### config.mk
export PLATFORM = sky130hd
export DESIGN_NAME = desc_chain_dma
export DESIGN_NICKNAME = d
export VERILOG_FILES = /design/src/rtl/dma_pkg.sv /design/src/rtl/dma_mode_reg.sv /design/src/rtl/dma_desc_latch.sv /design/src/rtl/dma_beat_ctr.sv /design/src/rtl/dma_walker.sv /design/src/rtl/desc_chain_dma.sv
export SDC_FILE = /design/constraint.sdc
export NUM_CORES = 1
export LEC_CHECK = 0
export ABC_AREA = 0
export CAP_MARGIN = 20
export CELL_PAD_IN_SITES_DETAIL_PLACEMENT = 0
export CELL_PAD_IN_SITES_GLOBAL_PLACEMENT = 2
export CORE_ASPECT_RATIO = 0.9
export CORE_MARGIN = 4
export CORE_UTILIZATION = 36
export CTS_BUF_LIST = sky130_fd_sc_hd__clkbuf_8
export CTS_CLUSTER_SIZE = 20
export DETAILED_ROUTE_END_ITERATION = 8
export PLACE_DENSITY = 0.87
export SYNTH_ARGS = -nofsm -noshare
export SYNTH_HDL_FRONTEND = slang
export SYNTH_SLANG_ARGS = --single-unit
export TNS_END_PERCENT = 30
### constraint.sdc
create_clock -name clk -period 6.6 [get_ports clk]
set_clock_uncertainty 0.1 [all_clocks]
set_input_delay 1.32 -clock clk [delete_from_list [all_inputs] [get_ports clk]]
set_output_delay 1.32 -clock clk [all_outputs]
set_load 0.1 [all_outputs]
### src/rtl/dma_pkg.sv
package dma_pkg;
  localparam int unsigned WORD_W     = 32;
  localparam int unsigned DESC_WORDS = 4;
  localparam int unsigned DESC_BYTES = DESC_WORDS * (WORD_W / 8);

  // word 0 flag positions
  localparam int unsigned OWN_BIT = 31;
  localparam int unsigned RING_BIT = 5;
  localparam int unsigned LINK_BIT = 4;
  localparam int unsigned FINAL_BIT = 2;
  localparam int unsigned QUIET_BIT = 1;

  typedef enum logic [3:0] {
    ST_IDLE, ST_FREQ, ST_FWAIT, ST_LOAD, ST_RX, ST_TREQ, ST_TWAIT, ST_TOUT, ST_WB
  } walk_state_e;

  typedef struct packed {
    logic ring;
    logic link;
    logic final_d;
    logic quiet;
  } desc_flags_t;

  function automatic desc_flags_t decode_flags(input logic [WORD_W-1:0] w0);
    desc_flags_t f;
    f.ring    = w0[RING_BIT];
    f.link    = w0[LINK_BIT];
    f.final_d = w0[FINAL_BIT];
    f.quiet   = w0[QUIET_BIT];
    return f;
  endfunction
endpackage

### src/rtl/dma_mode_reg.sv
module dma_mode_reg
  import dma_pkg::*;
(
  input  logic              clk,
  input  logic              rst_n,
  input  logic              we,
  input  logic [WORD_W-1:0] wdata,
  output logic              enable,
  output logic              srst_q,
  output logic              abort,
  output logic [WORD_W-1:0] mode_q
);
  logic fixed_burst;

  always_ff @(posedge clk or negedge rst_n) begin
    if (!rst_n) begin
      enable      <= 1'b0;
      fixed_burst <= 1'b0;
      srst_q      <= 1'b0;
    end else if (we) begin
      enable      <= wdata[7];
      fixed_burst <= wdata[1];
      srst_q      <= wdata[0];
    end else begin
      srst_q      <= 1'b0;
    end
  end

  assign abort  = we & wdata[0];
  assign mode_q = {{(WORD_W-8){1'b0}}, enable, 5'b0, fixed_burst, srst_q};

  logic unused_ok;
  assign unused_ok = &{1'b0, wdata[WORD_W-1:8], wdata[6:2]};
endmodule

### src/rtl/dma_desc_latch.sv
module dma_desc_latch
  import dma_pkg::*;
#(
  parameter int unsigned ADDR_W = 32,
  parameter int unsigned SIZE_W = 13
) (
  input  logic              clk,
  input  logic              rst_n,
  input  logic              cap_en,
  input  logic [1:0]        cap_idx,
  input  logic [WORD_W-1:0] cap_data,
  output logic [WORD_W-1:0] word0,
  output logic [SIZE_W-1:0] byte_len,
  output logic [ADDR_W-1:0] buf_addr,
  output logic [ADDR_W-1:0] link_addr
);
  logic [WORD_W-1:0] words [DESC_WORDS];

  for (genvar i = 0; i < DESC_WORDS; i++) begin : g_word
    always_ff @(posedge clk or negedge rst_n) begin
      if (!rst_n)
        words[i] <= '0;
      else if (cap_en && (cap_idx == 2'(i)))
        words[i] <= cap_data;
    end
  end

  assign word0     = words[0];
  assign byte_len  = words[1][SIZE_W-1:0];
  assign buf_addr  = words[2][ADDR_W-1:0];
  assign link_addr = words[3][ADDR_W-1:0];

  logic unused_ok;
  assign unused_ok = &{1'b0, words[1][WORD_W-1:SIZE_W]};
endmodule

### src/rtl/dma_beat_ctr.sv
module dma_beat_ctr #(
  parameter int unsigned ADDR_W = 32,
  parameter int unsigned SIZE_W = 13
) (
  input  logic              clk,
  input  logic              rst_n,
  input  logic              load,
  input  logic              step,
  input  logic [SIZE_W-1:0] byte_len,
  input  logic [ADDR_W-1:0] start_addr,
  output logic [ADDR_W-1:0] ptr,
  output logic              left_zero,
  output logic              last_beat
);
  localparam int unsigned CNT_W = SIZE_W - 1;

  logic [CNT_W-1:0] left;
  logic [SIZE_W:0]  rounded;

  assign rounded = {1'b0, byte_len} + (SIZE_W+1)'(3);

  always_ff @(posedge clk or negedge rst_n) begin
    if (!rst_n) begin
      left <= '0;
      ptr  <= '0;
    end else if (load) begin
      left <= rounded[SIZE_W:2];
      ptr  <= start_addr;
    end else if (step) begin
      left <= left - CNT_W'(1);
      ptr  <= ptr + ADDR_W'(4);
    end
  end

  assign left_zero = (left == '0);
  assign last_beat = (left == CNT_W'(1));
endmodule

### src/rtl/dma_walker.sv
module dma_walker
  import dma_pkg::*;
#(
  parameter int unsigned ADDR_W = 32
) (
  input  logic              clk,
  input  logic              rst_n,
  input  logic              abort,
  input  logic              srst_q,
  input  logic              enable,
  input  logic              kick,
  input  logic              dir_rx,
  input  logic [ADDR_W-1:0] desc_base,
  output logic              mem_req_valid,
  input  logic              mem_req_ready,
  output logic              mem_req_write,
  output logic [ADDR_W-1:0] mem_req_addr,
  output logic [WORD_W-1:0] mem_req_wdata,
  input  logic              mem_rsp_valid,
  input  logic [WORD_W-1:0] mem_rsp_data,
  output logic              tx_valid,
  input  logic              tx_ready,
  output logic [WORD_W-1:0] tx_data,
  input  logic              rx_valid,
  output logic              rx_ready,
  input  logic [WORD_W-1:0] rx_data,
  input  logic [WORD_W-1:0] word0,
  input  logic [ADDR_W-1:0] link_addr,
  input  logic [ADDR_W-1:0] ptr,
  input  logic              left_zero,
  input  logic              last_beat,
  output logic              cap_en,
  output logic [1:0]        cap_idx,
  output logic              ctr_load,
  output logic              ctr_step,
  output logic              busy,
  output logic              unavail,
  output logic              irq,
  output logic              chain_done
);
  walk_state_e       state, state_nx;
  logic [ADDR_W-1:0] cur_addr, base_q;
  logic [1:0]        widx;
  logic              dir_q;
  logic [WORD_W-1:0] hold;
  desc_flags_t       fl;
  logic              req_fire, wb_fire, start;
  logic [ADDR_W-1:0] next_addr;

  assign fl       = decode_flags(word0);
  assign req_fire = mem_req_valid & mem_req_ready;
  assign wb_fire  = (state == ST_WB) & mem_req_ready;
  assign start    = (state == ST_IDLE) & kick & enable & ~abort & ~srst_q;

  always_comb begin
    if (fl.link)      next_addr = link_addr;
    else if (fl.ring) next_addr = base_q;
    else              next_addr = cur_addr + ADDR_W'(DESC_BYTES);
  end

  // request and stream drive
  always_comb begin
    mem_req_valid = 1'b0;
    mem_req_write = 1'b0;
    mem_req_addr  = '0;
    mem_req_wdata = '0;
    rx_ready      = 1'b0;
    tx_valid      = 1'b0;
    unique case (state)
      ST_FREQ: begin
        mem_req_valid = 1'b1;
        mem_req_addr  = cur_addr + ADDR_W'({widx, 2'b00});
      end
      ST_RX: begin
        mem_req_valid = rx_valid & ~left_zero;
        mem_req_write = 1'b1;
        mem_req_addr  = ptr;
        mem_req_wdata = rx_data;
        rx_ready      = mem_req_ready & ~left_zero;
      end
      ST_TREQ: begin
        mem_req_valid = ~left_zero;
        mem_req_addr  = ptr;
      end
      ST_TOUT: tx_valid = 1'b1;
      ST_WB: begin
        mem_req_valid = 1'b1;
        mem_req_write = 1'b1;
        mem_req_addr  = cur_addr;
        mem_req_wdata = word0 & ~(WORD_W'(1) << OWN_BIT);
      end
      default: ;
    endcase
  end

  assign tx_data    = hold;
  assign cap_en     = (state == ST_FWAIT) & mem_rsp_valid;
  assign cap_idx    = widx;
  assign ctr_load   = (state == ST_LOAD);
  assign ctr_step   = ((state == ST_RX) & req_fire) | ((state == ST_TOUT) & tx_ready);
  assign busy       = (state != ST_IDLE);
  assign irq        = wb_fire & (fl.final_d | ~fl.quiet);
  assign chain_done = wb_fire & fl.final_d;

  always_comb begin
    state_nx = state;
    unique case (state)
      ST_IDLE:  if (start) state_nx = ST_FREQ;
      ST_FREQ:  if (req_fire) state_nx = ST_FWAIT;
      ST_FWAIT: if (mem_rsp_valid) begin
        if ((widx == 2'd0) && !mem_rsp_data[OWN_BIT]) state_nx = ST_IDLE;
        else if (widx == 2'd3)                         state_nx = ST_LOAD;
        else                                           state_nx = ST_FREQ;
      end
      ST_LOAD:  state_nx = dir_q ? ST_RX : ST_TREQ;
      ST_RX: begin
        if (left_zero) state_nx = ST_WB;
        else if (req_fire && last_beat) state_nx = ST_WB;
      end
      ST_TREQ: begin
        if (left_zero) state_nx = ST_WB;
        else if (req_fire) state_nx = ST_TWAIT;
      end
      ST_TWAIT: if (mem_rsp_valid) state_nx = ST_TOUT;
      ST_TOUT:  if (tx_ready) state_nx = last_beat ? ST_WB : ST_TREQ;
      ST_WB:    if (wb_fire) state_nx = fl.final_d ? ST_IDLE : ST_FREQ;
      default:  state_nx = ST_IDLE;
    endcase
    if (abort) state_nx = ST_IDLE;
  end

  always_ff @(posedge clk or negedge rst_n) begin
    if (!rst_n) begin
      state    <= ST_IDLE;
      cur_addr <= '0;
      base_q   <= '0;
      widx     <= '0;
      dir_q    <= 1'b0;
      hold     <= '0;
      unavail  <= 1'b0;
    end else begin
      state <= state_nx;
      if (start) begin
        cur_addr <= desc_base;
        base_q   <= desc_base;
        dir_q    <= dir_rx;
        widx     <= '0;
        unavail  <= 1'b0;
      end
      if ((state == ST_FWAIT) && mem_rsp_valid && !abort) begin
        if ((widx == 2'd0) && !mem_rsp_data[OWN_BIT]) unavail <= 1'b1;
        else widx <= widx + 2'd1;
      end
      if ((state == ST_TWAIT) && mem_rsp_valid) hold <= mem_rsp_data;
      if (wb_fire && !fl.final_d) begin
        cur_addr <= next_addr;
        widx     <= '0;
      end
    end
  end
endmodule

### src/rtl/desc_chain_dma.sv
module desc_chain_dma
  import dma_pkg::*;
#(
  parameter int unsigned ADDR_W = 32,
  parameter int unsigned SIZE_W = 13
) (
  input  logic              clk,
  input  logic              rst_n,
  input  logic              mode_we,
  input  logic [31:0]       mode_wdata,
  output logic [31:0]       mode_q,
  input  logic [ADDR_W-1:0] desc_base,
  input  logic              kick,
  input  logic              dir_rx,
  output logic              busy,
  output logic              unavail,
  output logic              irq,
  output logic              chain_done,
  output logic              mem_req_valid,
  input  logic              mem_req_ready,
  output logic              mem_req_write,
  output logic [ADDR_W-1:0] mem_req_addr,
  output logic [31:0]       mem_req_wdata,
  input  logic              mem_rsp_valid,
  input  logic [31:0]       mem_rsp_data,
  output logic              tx_valid,
  input  logic              tx_ready,
  output logic [31:0]       tx_data,
  input  logic              rx_valid,
  output logic              rx_ready,
  input  logic [31:0]       rx_data
);
  logic              enable, srst_q, abort;
  logic              cap_en, ctr_load, ctr_step, left_zero, last_beat;
  logic [1:0]        cap_idx;
  logic [WORD_W-1:0] word0;
  logic [SIZE_W-1:0] byte_len;
  logic [ADDR_W-1:0] buf_addr, link_addr, ptr;

  dma_mode_reg u_mode (
    .clk(clk), .rst_n(rst_n), .we(mode_we), .wdata(mode_wdata),
    .enable(enable), .srst_q(srst_q), .abort(abort), .mode_q(mode_q)
  );

  dma_desc_latch #(.ADDR_W(ADDR_W), .SIZE_W(SIZE_W)) u_desc (
    .clk(clk), .rst_n(rst_n), .cap_en(cap_en), .cap_idx(cap_idx),
    .cap_data(mem_rsp_data), .word0(word0), .byte_len(byte_len),
    .buf_addr(buf_addr), .link_addr(link_addr)
  );

  dma_beat_ctr #(.ADDR_W(ADDR_W), .SIZE_W(SIZE_W)) u_beat (
    .clk(clk), .rst_n(rst_n), .load(ctr_load), .step(ctr_step),
    .byte_len(byte_len), .start_addr(buf_addr), .ptr(ptr),
    .left_zero(left_zero), .last_beat(last_beat)
  );

  dma_walker #(.ADDR_W(ADDR_W)) u_walk (
    .clk(clk), .rst_n(rst_n), .abort(abort), .srst_q(srst_q), .enable(enable),
    .kick(kick), .dir_rx(dir_rx), .desc_base(desc_base),
    .mem_req_valid(mem_req_valid), .mem_req_ready(mem_req_ready),
    .mem_req_write(mem_req_write), .mem_req_addr(mem_req_addr),
    .mem_req_wdata(mem_req_wdata), .mem_rsp_valid(mem_rsp_valid),
    .mem_rsp_data(mem_rsp_data), .tx_valid(tx_valid), .tx_ready(tx_ready),
    .tx_data(tx_data), .rx_valid(rx_valid), .rx_ready(rx_ready), .rx_data(rx_data),
    .word0(word0), .link_addr(link_addr), .ptr(ptr), .left_zero(left_zero),
    .last_beat(last_beat), .cap_en(cap_en), .cap_idx(cap_idx),
    .ctr_load(ctr_load), .ctr_step(ctr_step), .busy(busy), .unavail(unavail),
    .irq(irq), .chain_done(chain_done)
  );
endmodule

# --- Word level (Yosys, flattened, before mapping) ---
# Index checks and enable logic that the tools add are counted.
word_totals:
  reg_bits: 259
  input_bits: 137
  out_inout_bits: 136
  elab_cells: 124
op_classes:
  n_addsub: 6
  eq_ne: 20
  muxes: 39
  n_bitwise: 20
  n_reduce_logical: 23
ops:
  columns: ["cell", "n"]
  rows:
  - ["32-bit two-way mux", 6]
  - ["32-bit one-hot mux with 3 select lines", 1]
  - ["32-bit one-hot mux with 2 select lines", 1]
  - ["4-bit two-way mux", 13]
  - ["4-bit one-hot mux with 9 select lines", 1]
  - ["32-bit by 3-bit adder with 32-bit output (second input constant)", 1]
  - ["32-bit by 4-bit adder with 32-bit output", 1]
  - ["32-bit by 5-bit adder with 32-bit output (second input constant)", 1]
  - ["12-bit two-way mux", 2]
  - ["4-bit by 3-bit equality test with 1-bit output (second input constant)", 4]
  - ["13-bit by 2-bit adder with 14-bit output (second input constant)", 1]
  - ["1-bit bitwise AND", 14]
  - ["12-bit by 1-bit equality test with 1-bit output (second input constant)", 1]
  - ["12-bit zero test", 1]
  - ["12-bit by 1-bit subtractor with 12-bit output (second input constant)", 1]
  - ["1-bit logical AND", 10]
  - ["2-bit two-way mux", 5]
  - ["1-bit two-way mux", 9]
  - ["3-bit by 1-bit inequality test with 1-bit output (second input constant)", 3]
  - ["3-bit by 2-bit inequality test with 1-bit output (second input constant)", 3]
  - ["4-bit by 2-bit equality test with 1-bit output (second input constant)", 2]
  - ["8-bit AND reduction", 1]
  - ["2-bit OR reduction", 3]
  - ["2-bit equality test (second input constant)", 2]
  - ["14 further kinds", 21]

# --- Depth between registers and ports, before layout ---
logic_depth:
  word_depth: 10
  ltp_mapped: 8
  ltp_nobuf: 7

# --- Cells and area by module ---
# Synthesis repeated with hierarchy kept, for this count alone.
hier_totals:
  hier_cells: 1401
  hier_area_um2: 14036.0
by_module_without_submodules:
  columns: ["module", "instances", "cells_each", "area_each_um2", "seq_area_each_um2"]
  rows:
  - ["dma_walker", 1, 829, 6960.4, 2602.5]
  - ["dma_desc_latch", 1, 232, 4045.1, 2727.6]
  - ["dma_beat_ctr", 1, 301, 2681.3, 1101.1]
  - ["dma_mode_reg", 1, 39, 349.1, 75.1]

# --- Worst setup path before layout ---
# Ideal clock, no wire load.
synth_timing:
  path_kind: "register to output"
  start: "register u_walk.cur_addr[7]"
  end: "output mem_req_addr[25]"
  arrival_ps: 4822
  required_ps: 5180
  path_slack_ps: 358
  stages_incl_launch_ff: 6
  n_path_buf: 1
  path_cell_list: "dfrtp_1 -> buf_2 -> nand3_1 -> nor4_4 -> nand3_1 -> o311ai_0"
synth_via:
  elab_chain_cells: 2
synth_lines:
  columns: ["item", "line_no", "text"]
  rows:
  - ["from (decl)", "dma_walker.sv:42", "logic [ADDR_W-1:0] cur_addr, base_q;"]
  - ["from (signal assigned)", "dma_walker.sv:144", "cur_addr <= desc_base;"]
  - ["from (signal assigned)", "dma_walker.sv:156", "cur_addr <= next_addr;"]
  - ["32-bit by 4-bit adder with 32-bit output", "dma_walker.sv:72", "mem_req_addr = cur_addr + ADDR_W'({widx, 2'b00});"]
  - ["32-bit one-hot mux with 3 select lines", "dma_walker.sv:69", "unique case (state)"]
  - ["to (decl)", "desc_chain_dma.sv:22", "output logic [ADDR_W-1:0] mem_req_addr,"]
# No other way between the ends.

# --- Worst setup path in the final report ---
layout_timing:
  start: "register u_walk.state[3]"
  end: "output mem_req_addr[7]"
layout_via:
  elab_chain_cells: 3
  word_cells_on_any_way: 6
  classes_between: "eq/ne: 4; mux: 1; reduce/logical: 1"
layout_lines:
  columns: ["item", "line_no", "text"]
  rows:
  - ["from (decl)", "dma_walker.sv:41", "walk_state_e state, state_nx;"]
  - ["from (signal assigned)", "dma_walker.sv:142", "state <= state_nx;"]
  - ["4-bit by 3-bit equality test with 1-bit output", "dma_walker.sv:69", null]
  - ["2-bit OR reduction (no source line)", null, null]
  - ["32-bit one-hot mux with 3 select lines *", "dma_walker.sv:69", null]
# Every way passes the cells marked *; elsewhere a longest branch is shown, timed or not.

==> results.py <==
metrics = {
    "worst_setup_path": {
        "r2r_end": "u_desc.link_addr[13]",
        "cp_num_buf_inv": 2,
        "cp_slowest_stage_delay_ns": 1.29,
        "critPathMaxFanout": 17,
        "r2r_setup_slack_ns": 3.07,
        "cp-start-kind": "flip-flop",
        "crit_slowest_cell": "clkdlybuf4s50_1",
        "path_cells": "buf_4 -> nor4b_4 -> nand2_1 -> o311ai_0 -> clkdlybuf4s50_1",
        "reg2regPathDepth": 6,
        "end_kind": "primary output",
        "critical-path-top-delay-family": "buffers and inverters",
        "r2r_start": "u_walk.state[1]",
        "crit_required_ns": 5.18,
        "crit_type": "reg2out",
        "crit_arrival_ns": 4.63,
    },
    "sta": {
        "timing.final.crit_share_pct": 91.7,
        "fmax_mhz": 165,
        "hold_violations": 0,
        "worstMarginPinSlew_ns": 1.04,
        "finalMaxSlewViolations": 0,
        "period_minus_slack_ns": 6.05,
        "rsz0062_at_grt": "no",
        "slew_headroom_pct": 30.7,
        "setup_viol": 0,
        "fin_setup_tns_ns": 0,
        "holdWs_ns": 0.374,
    },
    "logic_synthesis": {
        "synth_edf_count": 0,
        "netlist_area_mm2": 0.0143,
        "ys_async_sr_fraction_pct": 100,
        "synth-main-ff-cell": "dfrtp_1",
        "synth.distinct_cells": 82,
        "avgSynthCellArea_um2": 9.58,
        "yosysSeqAreaShare_pct": 45.3,
        "syn-instance-count": 1494,
        "yosys_warnings": 0,
        "synth-seq-cells": 259,
    },
    "hold_path": {
        "holdPathStages": 2,
        "min_to": "u_walk.base_q[30]",
        "holdCritStartpoint": "u_walk.base_q[30]",
        "hold_path.class": "reg2reg",
    },
    "clock_network": {
        "insertion_delay_ns": 0.58,
        "clk_path_buf_depth": 3,
        "cts_resized": 0,
        "postCtsSetupBuffers": 0,
        "clock_sinks": 259,
        "cts_tree": "built",
        "cts-root-buf": "clkbuf_8",
        "clkSlewWorstSetupHoldPaths_ns": 0.06,
        "htreeDepth": 2,
        "cts_buffers": 48,
        "hold_buffers": 0,
    },
    "power_and_ir_drop": {
        "p_switching_uw": 4120,
        "powerDensity_mw_per_mm2": 476,
        "leakagePower_uw": 0.00773,
        "seq_power_share_pct": 33.9,
        "combPwrFrac_pct": 46.4,
        "peakVddDrop_v": 0.000374,
        "p_sw_share_pct": 48.5,
        "p_clk_share_pct": 19.7,
        "p_int_uw": 4390,
    },
    "global_routing": {
        "antenna_found_initial": 1,
        "overflow": 0,
        "grt_pass1_vias": 12390,
        "grt_max_degree": 115,
        "grtUsageTotal_pct": 22.5,
        "grt_pass1_wl_um": 75300,
    },
    "floorplan": {
        "row_count": 69,
        "die-area_mm2": 0.0430,
        "io_pins": 273,
        "die_y_um": 197,
        "core_mm2": 0.0394,
        "initial_utilization_pct": 36.3,
        "die_x_um": 218,
    },
    "cells_and_area": {
        "multiInputGateArea_mm2": 0.00720,
        "diodes": 0,
        "drive_above_1_share_pct": 16.0,
        "fillers": 3816,
        "mostFrequentLayoutCells": "dfrtp_1, nand2_1, clkdlybuf4s50_1, mux2_2, o21ai_0",
        "regArea_mm2": 0.00648,
        "final_common_cell": "dfrtp_1",
        "area_growth_pct": 25.0,
        "nets": 1820,
    },
    "drt": {
        "wirelength_um": 49800,
        "drtIter0Drc": 1007,
        "routedWlPerCell_um": 22.3,
        "antenna_left": 0,
        "drcViolationCount": 0,
        "drt-pass1-iter-count": 5,
        "routed_via_density": 5.63,
        "num_vias": 12598,
    },
    "run": {
        "max_cap_viol_count": 0,
    },
    "placement": {
        "port_buffers": 214,
        "finalWeightedCongestion": 0.876,
        "hpwlAfterDp_um": 34800,
    },
    "status": {
        "outcome": "complete, no violations",
    },
}
## logic make-up (layout without fill, tap and decap cells)
logic type	Yosys count	count (layout)	share of synthesized area, %
and+or+nand+nor	524	524	17.7
other	1	29	0.0262
DFF	259	259	45.3
muxes	149	149	11.7
AOI/OAI and AO/OA	354	354	17.1
adders and majority gates	12	12	1.10
buffers and inverters	169	351	5.46
xor gates and xnor gates	26	26	1.59
## sequential cells by signal, indices dropped and copies added, names as in the netlist
signal	flops
u_walk.cur_addr	32
u_beat.ptr	32
u_walk.base_q	32
u_mode.fixed_burst	1
u_mode.srst_q	1
u_desc.word0	31
u_mode.enable	1
u_walk.tx_data	32
u_desc.buf_addr	32
u_beat.left	12
u_desc.link_addr	32
u_walk.dir_q	1
u_walk.cap_idx	2
u_walk.state	4
u_walk.unavail	1
u_desc.byte_len	13
## final cells by class
| cell class | count | share of cell area, % |
|---|---|---|
| flip-flops and latches | 259 | 36.3 |
| repair buffers | 243 | 13.5 |
| clock buffers | 66 | 5.08 |
| well taps | 532 | 3.72 |
| multi-input cells | 1094 | 40.3 |
| inverters | 25 | 0.525 |
| clock inverters | 17 | 0.679 |
## power groups by stage
stage	Combinational (µW)	Sequential [µW]	Clock, µW
3_5_place_dp	3930	2890	0
6_report	3950	2890	1670
5_1_grt	4200	2970	1790
3_3_place_gp	3880	2870	0
2_1_floorplan	2690	2980	0
4_1_cts	3940	2870	1710
## per-stage QoR
| stage | cells | total power [µW] | setup WS [ns] | cell area [µm²] | utilization, % |
|---|---|---|---|---|---|
| 2_1_floorplan | 1522 | 5660 | 0.358 | 14400 | - |
| 3_3_place_gp | 2152 | 6760 | 1.28 | 16800 | 42.7 |
| 3_5_place_dp | 2152 | 6820 | 1.31 | 16800 | 42.7 |
| 4_1_cts | 2235 | 8530 | 0.646 | 17900 | 45.3 |
| 5_1_grt | 2236 | 8960 | 0.472 | 17900 | 45.4 |
| 6_report | 2236 | 8510 | 0.550 | 17900 | 45.4 |
## synthesized netlist by cell type, drive strengths merged, types with 7 or more instances
cell,n,area share [%]
dfrtp,259,45
nand2,243,6.4
mux2,142,11
clkbuf,78,2.0
nor2,75,2.0
o21ai,75,2.6
a21oi,73,2.6
buf,66,2.8
nand3,49,1.7
nor3,32,1.2
a22o,29,1.8
nor4,27,1.5
nand4,26,1.1
inv,24,0.63
and3,22,0.96
a31oi,15,0.66
xor2,15,0.92
a32oi,14,0.86
o22ai,13,0.57
o211ai,12,0.63
a221oi,11,0.67
a22oi,11,0.58
ha,11,0.96
xnor2,11,0.67
a221o,8,0.56
o31ai,8,0.42
a21o,7,0.37
mux2i,7,0.49
o311ai,7,0.43
or4,7,0.37
## routing by layer
metal / vias up / GRT usage, % / share of wire [%]
li1: 5777 / - / -
met1: 6296 / 32.7 / 46
met2: 454 / 34.6 / 45
met3: 69 / 4.35 / 6.6
met4: 2 / 5.99 / 2.3
met5: - / 0 / 0.026
## worst register-to-register path, stage by stage (launching register included)
cell,delay (ns)
dfrtp_1,0.81
buf_4,0.30
nand3b_1,0.17
nor3_2,0.45
nand2_1,0.74
buf_4,0.52
mux2_2,0.31
## how the worst max path moves through the flow
stage | start | endpoint | cells after the start
finish | u_walk.state[3] | mem_req_addr[7] | 5
detailed placement | u_walk.cur_addr[4] | mem_req_addr[28] | 7
global placement | u_walk.state[3] | mem_req_addr[7] | 5
floorplan | u_walk.cur_addr[7] | mem_req_addr[25] | 5
global route | u_walk.state[1] | mem_req_addr[10] | 5
CTS | u_walk.cur_addr[4] | mem_req_addr[28] | 7
Power figures use the tool's default switching activity.
